[config.mk]
export PLATFORM = sky130hd
export DESIGN_NAME = mii_rx_sfd_detect
export DESIGN_NICKNAME = d
export VERILOG_FILES = /design/src/rtl/mii_rxsfd_pkg.sv /design/src/rtl/rxsfd_in_reg.sv /design/src/rtl/rxsfd_fsm.sv /design/src/rtl/mii_rx_sfd_detect.sv
export SDC_FILE = /design/constraint.sdc
export NUM_CORES = 1
export LEC_CHECK = 0
export BUFFER_PORTS_ARGS = -buffer_cell sky130_fd_sc_hd__buf_2
export CORE_UTILIZATION = 41
export CTS_CLUSTER_SIZE = 24
export DETAILED_ROUTE_END_ITERATION = 6
export PLACE_DENSITY = 0.68
export SLEW_MARGIN = 0
export SYNTH_ARGS = -nofsm -noshare
export SYNTH_HDL_FRONTEND = slang
export SYNTH_SLANG_ARGS = --single-unit
[constraint.sdc]
create_clock -name clk -period 0.9 [get_ports clk]
set_input_delay 0 -clock clk [delete_from_list [all_inputs] [get_ports clk]]
set_output_delay 0 -clock clk [all_outputs]
set_load 0.01 [all_outputs]
[src/rtl/mii_rxsfd_pkg.sv]
package mii_rxsfd_pkg;

  typedef enum logic [1:0] {
    ST_IDLE     = 2'd0,
    ST_PREAMBLE = 2'd1,
    ST_SEEN5    = 2'd2,
    ST_PAYLOAD  = 2'd3
  } rxsfd_state_t;

endpackage

[src/rtl/rxsfd_in_reg.sv]
module rxsfd_in_reg #(
  parameter int NIB_W = 4
) (
  input  logic             clk,
  input  logic             rst,
  input  logic             dv_i,
  input  logic             er_i,
  input  logic [NIB_W-1:0] d_i,
  output logic             dv_o,
  output logic             er_o,
  output logic [NIB_W-1:0] d_o
);

  always_ff @(posedge clk) begin
    if (rst) begin
      dv_o <= 1'b0;
      er_o <= 1'b0;
      d_o  <= '0;
    end else begin
      dv_o <= dv_i;
      er_o <= er_i;
      d_o  <= d_i;
    end
  end

endmodule

[src/rtl/rxsfd_fsm.sv]
module rxsfd_fsm
  import mii_rxsfd_pkg::*;
#(
  parameter int               NIB_W   = 4,
  parameter logic [NIB_W-1:0] PRE_NIB = 4'h5,
  parameter logic [NIB_W-1:0] SFD_NIB = 4'hD
) (
  input  logic             clk,
  input  logic             rst,
  input  logic             dv,
  input  logic             er,
  input  logic [NIB_W-1:0] d,
  output logic             valid_o,
  output logic [NIB_W-1:0] data_o,
  output logic             sof_o,
  output logic             eof_o,
  output logic             bad_o
);

  rxsfd_state_t st;
  logic         first_q;
  logic         err_q;

  always_ff @(posedge clk) begin
    if (rst) begin
      st      <= ST_IDLE;
      first_q <= 1'b0;
      err_q   <= 1'b0;
      valid_o <= 1'b0;
      data_o  <= '0;
      sof_o   <= 1'b0;
      eof_o   <= 1'b0;
      bad_o   <= 1'b0;
    end else begin
      valid_o <= 1'b0;
      data_o  <= '0;
      sof_o   <= 1'b0;
      eof_o   <= 1'b0;
      bad_o   <= 1'b0;
      unique case (st)
        ST_IDLE: begin
          err_q <= dv & er;
          if (dv) st <= (d == PRE_NIB) ? ST_SEEN5 : ST_PREAMBLE;
        end
        ST_PREAMBLE: begin
          if (!dv) begin
            st    <= ST_IDLE;
            err_q <= 1'b0;
          end else begin
            err_q <= err_q | er;
            if (d == PRE_NIB) st <= ST_SEEN5;
          end
        end
        ST_SEEN5: begin
          if (!dv) begin
            st    <= ST_IDLE;
            err_q <= 1'b0;
          end else begin
            err_q <= err_q | er;
            if (d == SFD_NIB) begin
              st      <= ST_PAYLOAD;
              first_q <= 1'b1;
            end else if (d != PRE_NIB) begin
              st <= ST_PREAMBLE;
            end
          end
        end
        ST_PAYLOAD: begin
          if (dv) begin
            valid_o <= 1'b1;
            data_o  <= d;
            sof_o   <= first_q;
            first_q <= 1'b0;
            err_q   <= err_q | er;
          end else begin
            eof_o   <= 1'b1;
            bad_o   <= err_q;
            err_q   <= 1'b0;
            first_q <= 1'b0;
            st      <= ST_IDLE;
          end
        end
        default: st <= ST_IDLE;
      endcase
    end
  end

endmodule

[src/rtl/mii_rx_sfd_detect.sv]
module mii_rx_sfd_detect #(
  parameter int               NIB_W   = 4,
  parameter logic [NIB_W-1:0] PRE_NIB = 4'h5,
  parameter logic [NIB_W-1:0] SFD_NIB = 4'hD
) (
  input  logic             clk,
  input  logic             rst,
  input  logic             rx_dv_i,
  input  logic             rx_er_i,
  input  logic [NIB_W-1:0] rxd_i,
  output logic             pl_valid_o,
  output logic [NIB_W-1:0] pl_data_o,
  output logic             pl_sof_o,
  output logic             pl_eof_o,
  output logic             pl_bad_o
);

  logic             dv_s;
  logic             er_s;
  logic [NIB_W-1:0] d_s;

  rxsfd_in_reg #(.NIB_W(NIB_W)) u_in (
    .clk  (clk),
    .rst  (rst),
    .dv_i (rx_dv_i),
    .er_i (rx_er_i),
    .d_i  (rxd_i),
    .dv_o (dv_s),
    .er_o (er_s),
    .d_o  (d_s)
  );

  rxsfd_fsm #(
    .NIB_W   (NIB_W),
    .PRE_NIB (PRE_NIB),
    .SFD_NIB (SFD_NIB)
  ) u_fsm (
    .clk     (clk),
    .rst     (rst),
    .dv      (dv_s),
    .er      (er_s),
    .d       (d_s),
    .valid_o (pl_valid_o),
    .data_o  (pl_data_o),
    .sof_o   (pl_sof_o),
    .eof_o   (pl_eof_o),
    .bad_o   (pl_bad_o)
  );

endmodule

==> results of run 1 <==
metal layers:
layer	GRT usage [%]	vias up
met1	16.7	173
met3	3.49	5
met5	0	-
li1	-	205
met2	26.7	13
met4	15.5	0
cell families (layout without fill, tap and decap cells):
group / after synthesis / in the layout / synth area share (%)
buffers and inverters: 2 / 29 / 1.37
and+or+nand+nor: 21 / 21 / 26.1
AOI/OAI and AO/OA: 6 / 6 / 6.64
DFF: 18 / 18 / 65.9
timing repair:
item	4_1_cts	5_1_grt
gates resized for setup	2	1
hold buffers	7	0
setup endpoints to repair	6	9
endpoints found under the hold margin	7	0
where the power goes:
group	total, mW	switching [mW]	leakage (nW)	internal [mW]
logic	0.0695	0.0215	0.180	0.0480
registers	0.825	0.0110	0.147	0.814
clock network	0.486	0.239	0.0210	0.247
total	1.38	0.272	0.348	1.11
placed cells by master (no fill, tap or decap), drive strengths merged:
cell type and n:
a211o 1, nor2 3, o21ai 2, nand3 1
nand3b 1, dlygate4sd3 7, and2 6, nor2b 1
o21a 1, and2b 5, nand2b 1, inv 2
nand2 1, buf 16, a21oi 2, clkbuf 4
nor3 1, dfxtp 18, nor3b 1
critical path: stages (launching register included):
cell and delay, ns:
dfxtp_1 0.32, nand3b_1 0.21, a211o_1 0.25, o21ai_0 0.06
final cells by class:
cell class	count	area share, %
clock buffers	4	4.76
inverters	2	0.985
repair buffers	23	20.0
well taps	14	2.30
flip-flops and latches	18	47.5
multi-input cells	27	24.5
path summary, 6_finish.rpt:
kind	slack (ns)	cells after the start	startpoint	end
hold / removal	0.04	3	rst	u_fsm.first_q$_SDFFE_PP0P_
setup reg to reg	-0.008	3	u_in.d_o[1]$_SDFF_PP0_	u_fsm.st[1]$_SDFFE_PP0P_
hold reg to reg	0.45	2	u_in.er_o$_SDFF_PP0_	u_fsm.err_q$_SDFF_PP0_
setup / recovery	-0.008	3	u_in.d_o[1]$_SDFF_PP0_	u_fsm.st[1]$_SDFFE_PP0P_
through the flow:
| step | cells | cell area, sq um | power (mW) |
|---|---|---|---|
| 6_report | 88 | 762 | 1.38 |
| 5_1_grt | 88 | 762 | 1.42 |
| 4_1_cts | 88 | 761 | 1.38 |
| 3_5_place_dp | 77 | 647 | 0.887 |
| 3_3_place_gp | 77 | 647 | 0.885 |
| 2_1_floorplan | 47 | 547 | 0.862 |
==> flow_metrics.env, run 1 <==
export IMPL_worstSetupStartpointType="flop"
export IMPL_grt_max_degree=11
export IMPL_core_area_sq_um=1170
export IMPL_fillerInstances=97
export IMPL_fin_util_pct=65.1
export IMPL_wl_met2_microns=420
export IMPL_yosysTopAreaCellShare_pct=65.9
export IMPL_via_count=396
export IMPL_dp_worst_setup_slack_ns=-0.0326
export IMPL_finalClockSkew_ns=0.00336
export IMPL_ys_ff_latch=18
export IMPL_synthDistinctLibCells=17
export IMPL_violations="setup timing"
export IMPL_power_density_nw_per_um2=1810
export IMPL_worstMarginPinSlew_ns=0.172
export IMPL_drive_gt1_share_pct=33.8
export IMPL_clk_pin_slew_ns=0.10
export IMPL_antenna_left=0
export IMPL_root_buffer="clkbuf_4"
export IMPL_wirelength_met1_microns=385
export IMPL_grt_pass1_wl_mm=1.54
export IMPL_final_hold_viol_count=0
export IMPL_finalSetupViolations=1
export IMPL_cts_setup_buffers=0
export IMPL_clock_sinks=18
export IMPL_netlist_top_cells_count="dfxtp_1 (18), and2_1 (6), and2b_1 (5)"
export IMPL_antenna_found_initial=0
export IMPL_finalSetupTns_ns=-0.00787
export IMPL_holdWs_ns=0.0410
export IMPL_hold_path_class="in2reg"
export IMPL_syn_inst=47
export IMPL_synth_most_common_cell="dfxtp_1"
export IMPL_crit_arrival_ns=1.13
export IMPL_cts_tree="built"
export IMPL_synth_edf_count=0
export IMPL_syn_to_final_growth_pct=39.4
export IMPL_io_buffers=15
export IMPL_overflow=0
export IMPL_worstPathRequired_ns=1.13
export IMPL_fin_crit_ns=0.908
export IMPL_synth_top_area_cell="dfxtp_1"
export IMPL_die_h_microns=38.5
export IMPL_critPathKind="reg2reg"
export IMPL_highest_layer="met4"
export IMPL_critPathMaxFanout=3
export IMPL_die_w_microns=38.5
export IMPL_synthArstFlopShare_pct=0
export IMPL_floorplan_initialDensity_pct=46.7
export IMPL_drtIter0Drc=6
export IMPL_wl_met3_microns=32
export IMPL_wl_microns=875
export IMPL_final_period_utilization_pct=101
export IMPL_largestRegisters="u_fsm.data_o (4), u_in.d_o (4), u_fsm.st (2)"
export IMPL_max_vdd_ir_drop_mv=1.08
export IMPL_ios=16
export IMPL_yosys_top_cells_area="dfxtp_1 (66%), and2_1 (6.9%), and2b_1 (6.9%)"
export IMPL_drv_cap=0
export IMPL_track_usage_pct=16.3
export IMPL_syn_area_sq_um=547
export IMPL_fin_ws_ns=-0.00787
export IMPL_grt_pass1_vias=376
export IMPL_max_freq_mhz=1100
export IMPL_multi_input_area_sq_um=186
export IMPL_drv_slew=0
export IMPL_clock_latency_ns=0.29
export IMPL_nets=83
export IMPL_wire_per_inst_microns=9.94
export IMPL_end_kind="flop"
export IMPL_yosysSeqAreaShare_pct=65.9
export IMPL_yosysWarningCount=0
export IMPL_firstDrtPassIters=4
export IMPL_die_area_sq_um=1480
export IMPL_rsz0062_at_grt="yes"
export IMPL_max_slew_margin_pct=88.5
export IMPL_dp_hpwl_microns=584
export IMPL_numCtsBuffers=3
export IMPL_cts_buffer_depth=2
export IMPL_syn_num_nets=55
export IMPL_leakagePower_nw=0.348
export IMPL_synth_area_per_cell_sq_um=11.6
export IMPL_ff_latch_area_sq_um=362
export IMPL_gp_congestion=0.765
export IMPL_antennaDiodeCount=0
export IMPL_vias_per_cell=4.50
export IMPL_core_rowCount=12
export IMPL_htree_levels=1
export IMPL_synthFlopType="dfxtp_1"
export IMPL_drc=0
export IMPL_status="finished with violations"
Power figures use the tool's default switching activity.
==> inputs of run 2 (changes only) <==
==> constraint.sdc (replaced) <==
create_clock -name clk -period 0.9 [get_ports clk]
set_input_delay 0.09 -clock clk [delete_from_list [all_inputs] [get_ports clk]]
set_output_delay 0.09 -clock clk [all_outputs]
set_load 0.01 [all_outputs]
==> flow_metrics.env, run 2 (synthesis gave the netlist of run 1 again) <==
export IMPL_ios=16
export IMPL_antennaDiodeCount=0
export IMPL_antenna_left=0
export IMPL_critPathKind="reg2reg"
export IMPL_root_buffer="clkbuf_4"
export IMPL_grt_pass1_wl_mm=1.30
export IMPL_cts_buffer_depth=2
export IMPL_wl_microns=744
export IMPL_max_vdd_ir_drop_mv=1.24
export IMPL_end_kind="flop"
export IMPL_antenna_found_initial=0
export IMPL_die_h_microns=38.5
export IMPL_final_cell_mix="dfxtp_1 (16), buf_2 (15), and2_1 (6)"
export IMPL_clk_pin_slew_ns=0.09
export IMPL_fillerInstances=102
export IMPL_worstSetupStartpointType="flop"
export IMPL_crit_chain="nand3b_1 > a211o_1 > o21ai_0"
export IMPL_drv_slew=0
export IMPL_multi_input_area_sq_um=186
export IMPL_drtIter0Drc=1
export IMPL_overflow=0
export IMPL_hold_path_class="in2reg"
export IMPL_final_common_cell="dfxtp_1"
export IMPL_dp_worst_setup_slack_ns=-0.0231
export IMPL_drc=0
export IMPL_fin_crit_ns=0.886
export IMPL_total_power_mw=1.36
export IMPL_rrSetupSlack_ns=0.01
export IMPL_power_density_nw_per_um2=1880
export IMPL_firstDrtPassIters=2
export IMPL_worstMarginPinSlew_ns=0.160
export IMPL_cts_tree="built"
export IMPL_wire_per_inst_microns=8.86
export IMPL_vias_per_cell=4.46
export IMPL_grt_pass1_vias=328
export IMPL_drive_gt1_share_pct=38.6
export IMPL_htree_levels=1
export IMPL_rsz0062_at_grt="yes"
export IMPL_core_area_sq_um=1170
export IMPL_die_area_sq_um=1480
export IMPL_largestRegisters="u_fsm.data_o (4), u_in.d_o (4), u_fsm.st (2)"
export IMPL_dp_hpwl_microns=576
export IMPL_die_w_microns=38.5
export IMPL_track_usage_pct=13.3
export IMPL_core_rowCount=12
export IMPL_final_hold_viol_count=0
export IMPL_status="completed"
export IMPL_finalSetupViolations=0
export IMPL_fin_ws_ns=0.0140
export IMPL_worstPathRequired_ns=1.11
export IMPL_leakagePower_nw=0.332
export IMPL_nets=79
export IMPL_grt_max_degree=11
export IMPL_io_buffers=15
export IMPL_max_slew_margin_pct=89.3
export IMPL_final_period_utilization_pct=98.4
export IMPL_cp_slowest_cell="dfxtp_1"
export IMPL_critPathMaxFanout=3
export IMPL_syn_to_final_growth_pct=31.8
export IMPL_finalClockSkew_ns=0.00536
export IMPL_holdWs_ns=0.00762
export IMPL_via_count=375
export IMPL_slowest_delay_ns=0.32
export IMPL_drv_cap=0
export IMPL_max_freq_mhz=1130
export IMPL_floorplan_initialDensity_pct=46.7
export IMPL_clock_latency_ns=0.28
export IMPL_crit_arrival_ns=1.09
export IMPL_numCtsBuffers=3
export IMPL_clock_sinks=18
export IMPL_cts_setup_buffers=0
export IMPL_ff_latch_area_sq_um=363
export IMPL_gp_congestion=0.773
[run 2: cell types whose count changed in the layout (fill, tap and decap cells not counted)]
cell / change
dlygate4sd3_1: -5
buf_4: +1
dfxtp_1: -1
dfxtp_2: +1
[run 2: report_power, final]
group | internal (mW) | total (mW) | switching [mW]
Combinational | 0.0366 | 0.0545 | 0.0179
Clock | 0.246 | 0.477 | 0.231
Sequential | 0.814 | 0.825 | 0.0111
Total | 1.10 | 1.36 | 0.260
[run 2: path summary, 6_finish.rpt]
path,startpoint,end,depth (start not counted)
worst max-delay path,u_in.d_o[1]$_SDFF_PP0_,u_fsm.st[1]$_SDFFE_PP0P_,3
worst min-delay path,rxd_i[1],u_in.d_o[1]$_SDFF_PP0_,2
worst max register to register,u_in.d_o[1]$_SDFF_PP0_,u_fsm.st[1]$_SDFFE_PP0P_,3
worst min register to register,u_in.er_o$_SDFF_PP0_,u_fsm.err_q$_SDFF_PP0_,2
[run 2: repair_timing]
item,in CTS,in global routing
endpoints found under the hold margin,2,0
resized for setup,3,1
hold buffers,2,0
endpoints found under the setup margin,5,8
[run 2: layout make-up]
type,instances,share of cell area [%]
repair buffers,19,15.3
inverters,2,1.04
multi-input cells,27,25.9
clock buffers,4,5.03
well taps,14,2.43
flip-flops and latches,18,50.3
[run 2: per-stage QoR]
step                TNS [ns]  area [sq um]  cells  utilization, %
global placement     -0.0803           654     78            55.9
finish                     0           721     84            61.5
detailed placement   -0.0725           654     78            55.9
global route          -0.112           721     84            61.5
CTS                        0           719     84            61.4
floorplan                  0           547     47               -
[run 2: worst max-delay path: cells and delay by family (launching register included)]
kind	cells	cell delay, ns
simple gates	1	0.20
flops	1	0.32
compound gates	2	0.30
[run 2: per-layer routing]
metal,up-vias,part of all wire (%),track usage (%)
met5,-,0,0
met4,0,1.5,10.3
met3,2,5.5,3.49
met2,12,47,21.3
met1,164,45,14.6
li1,197,-,-
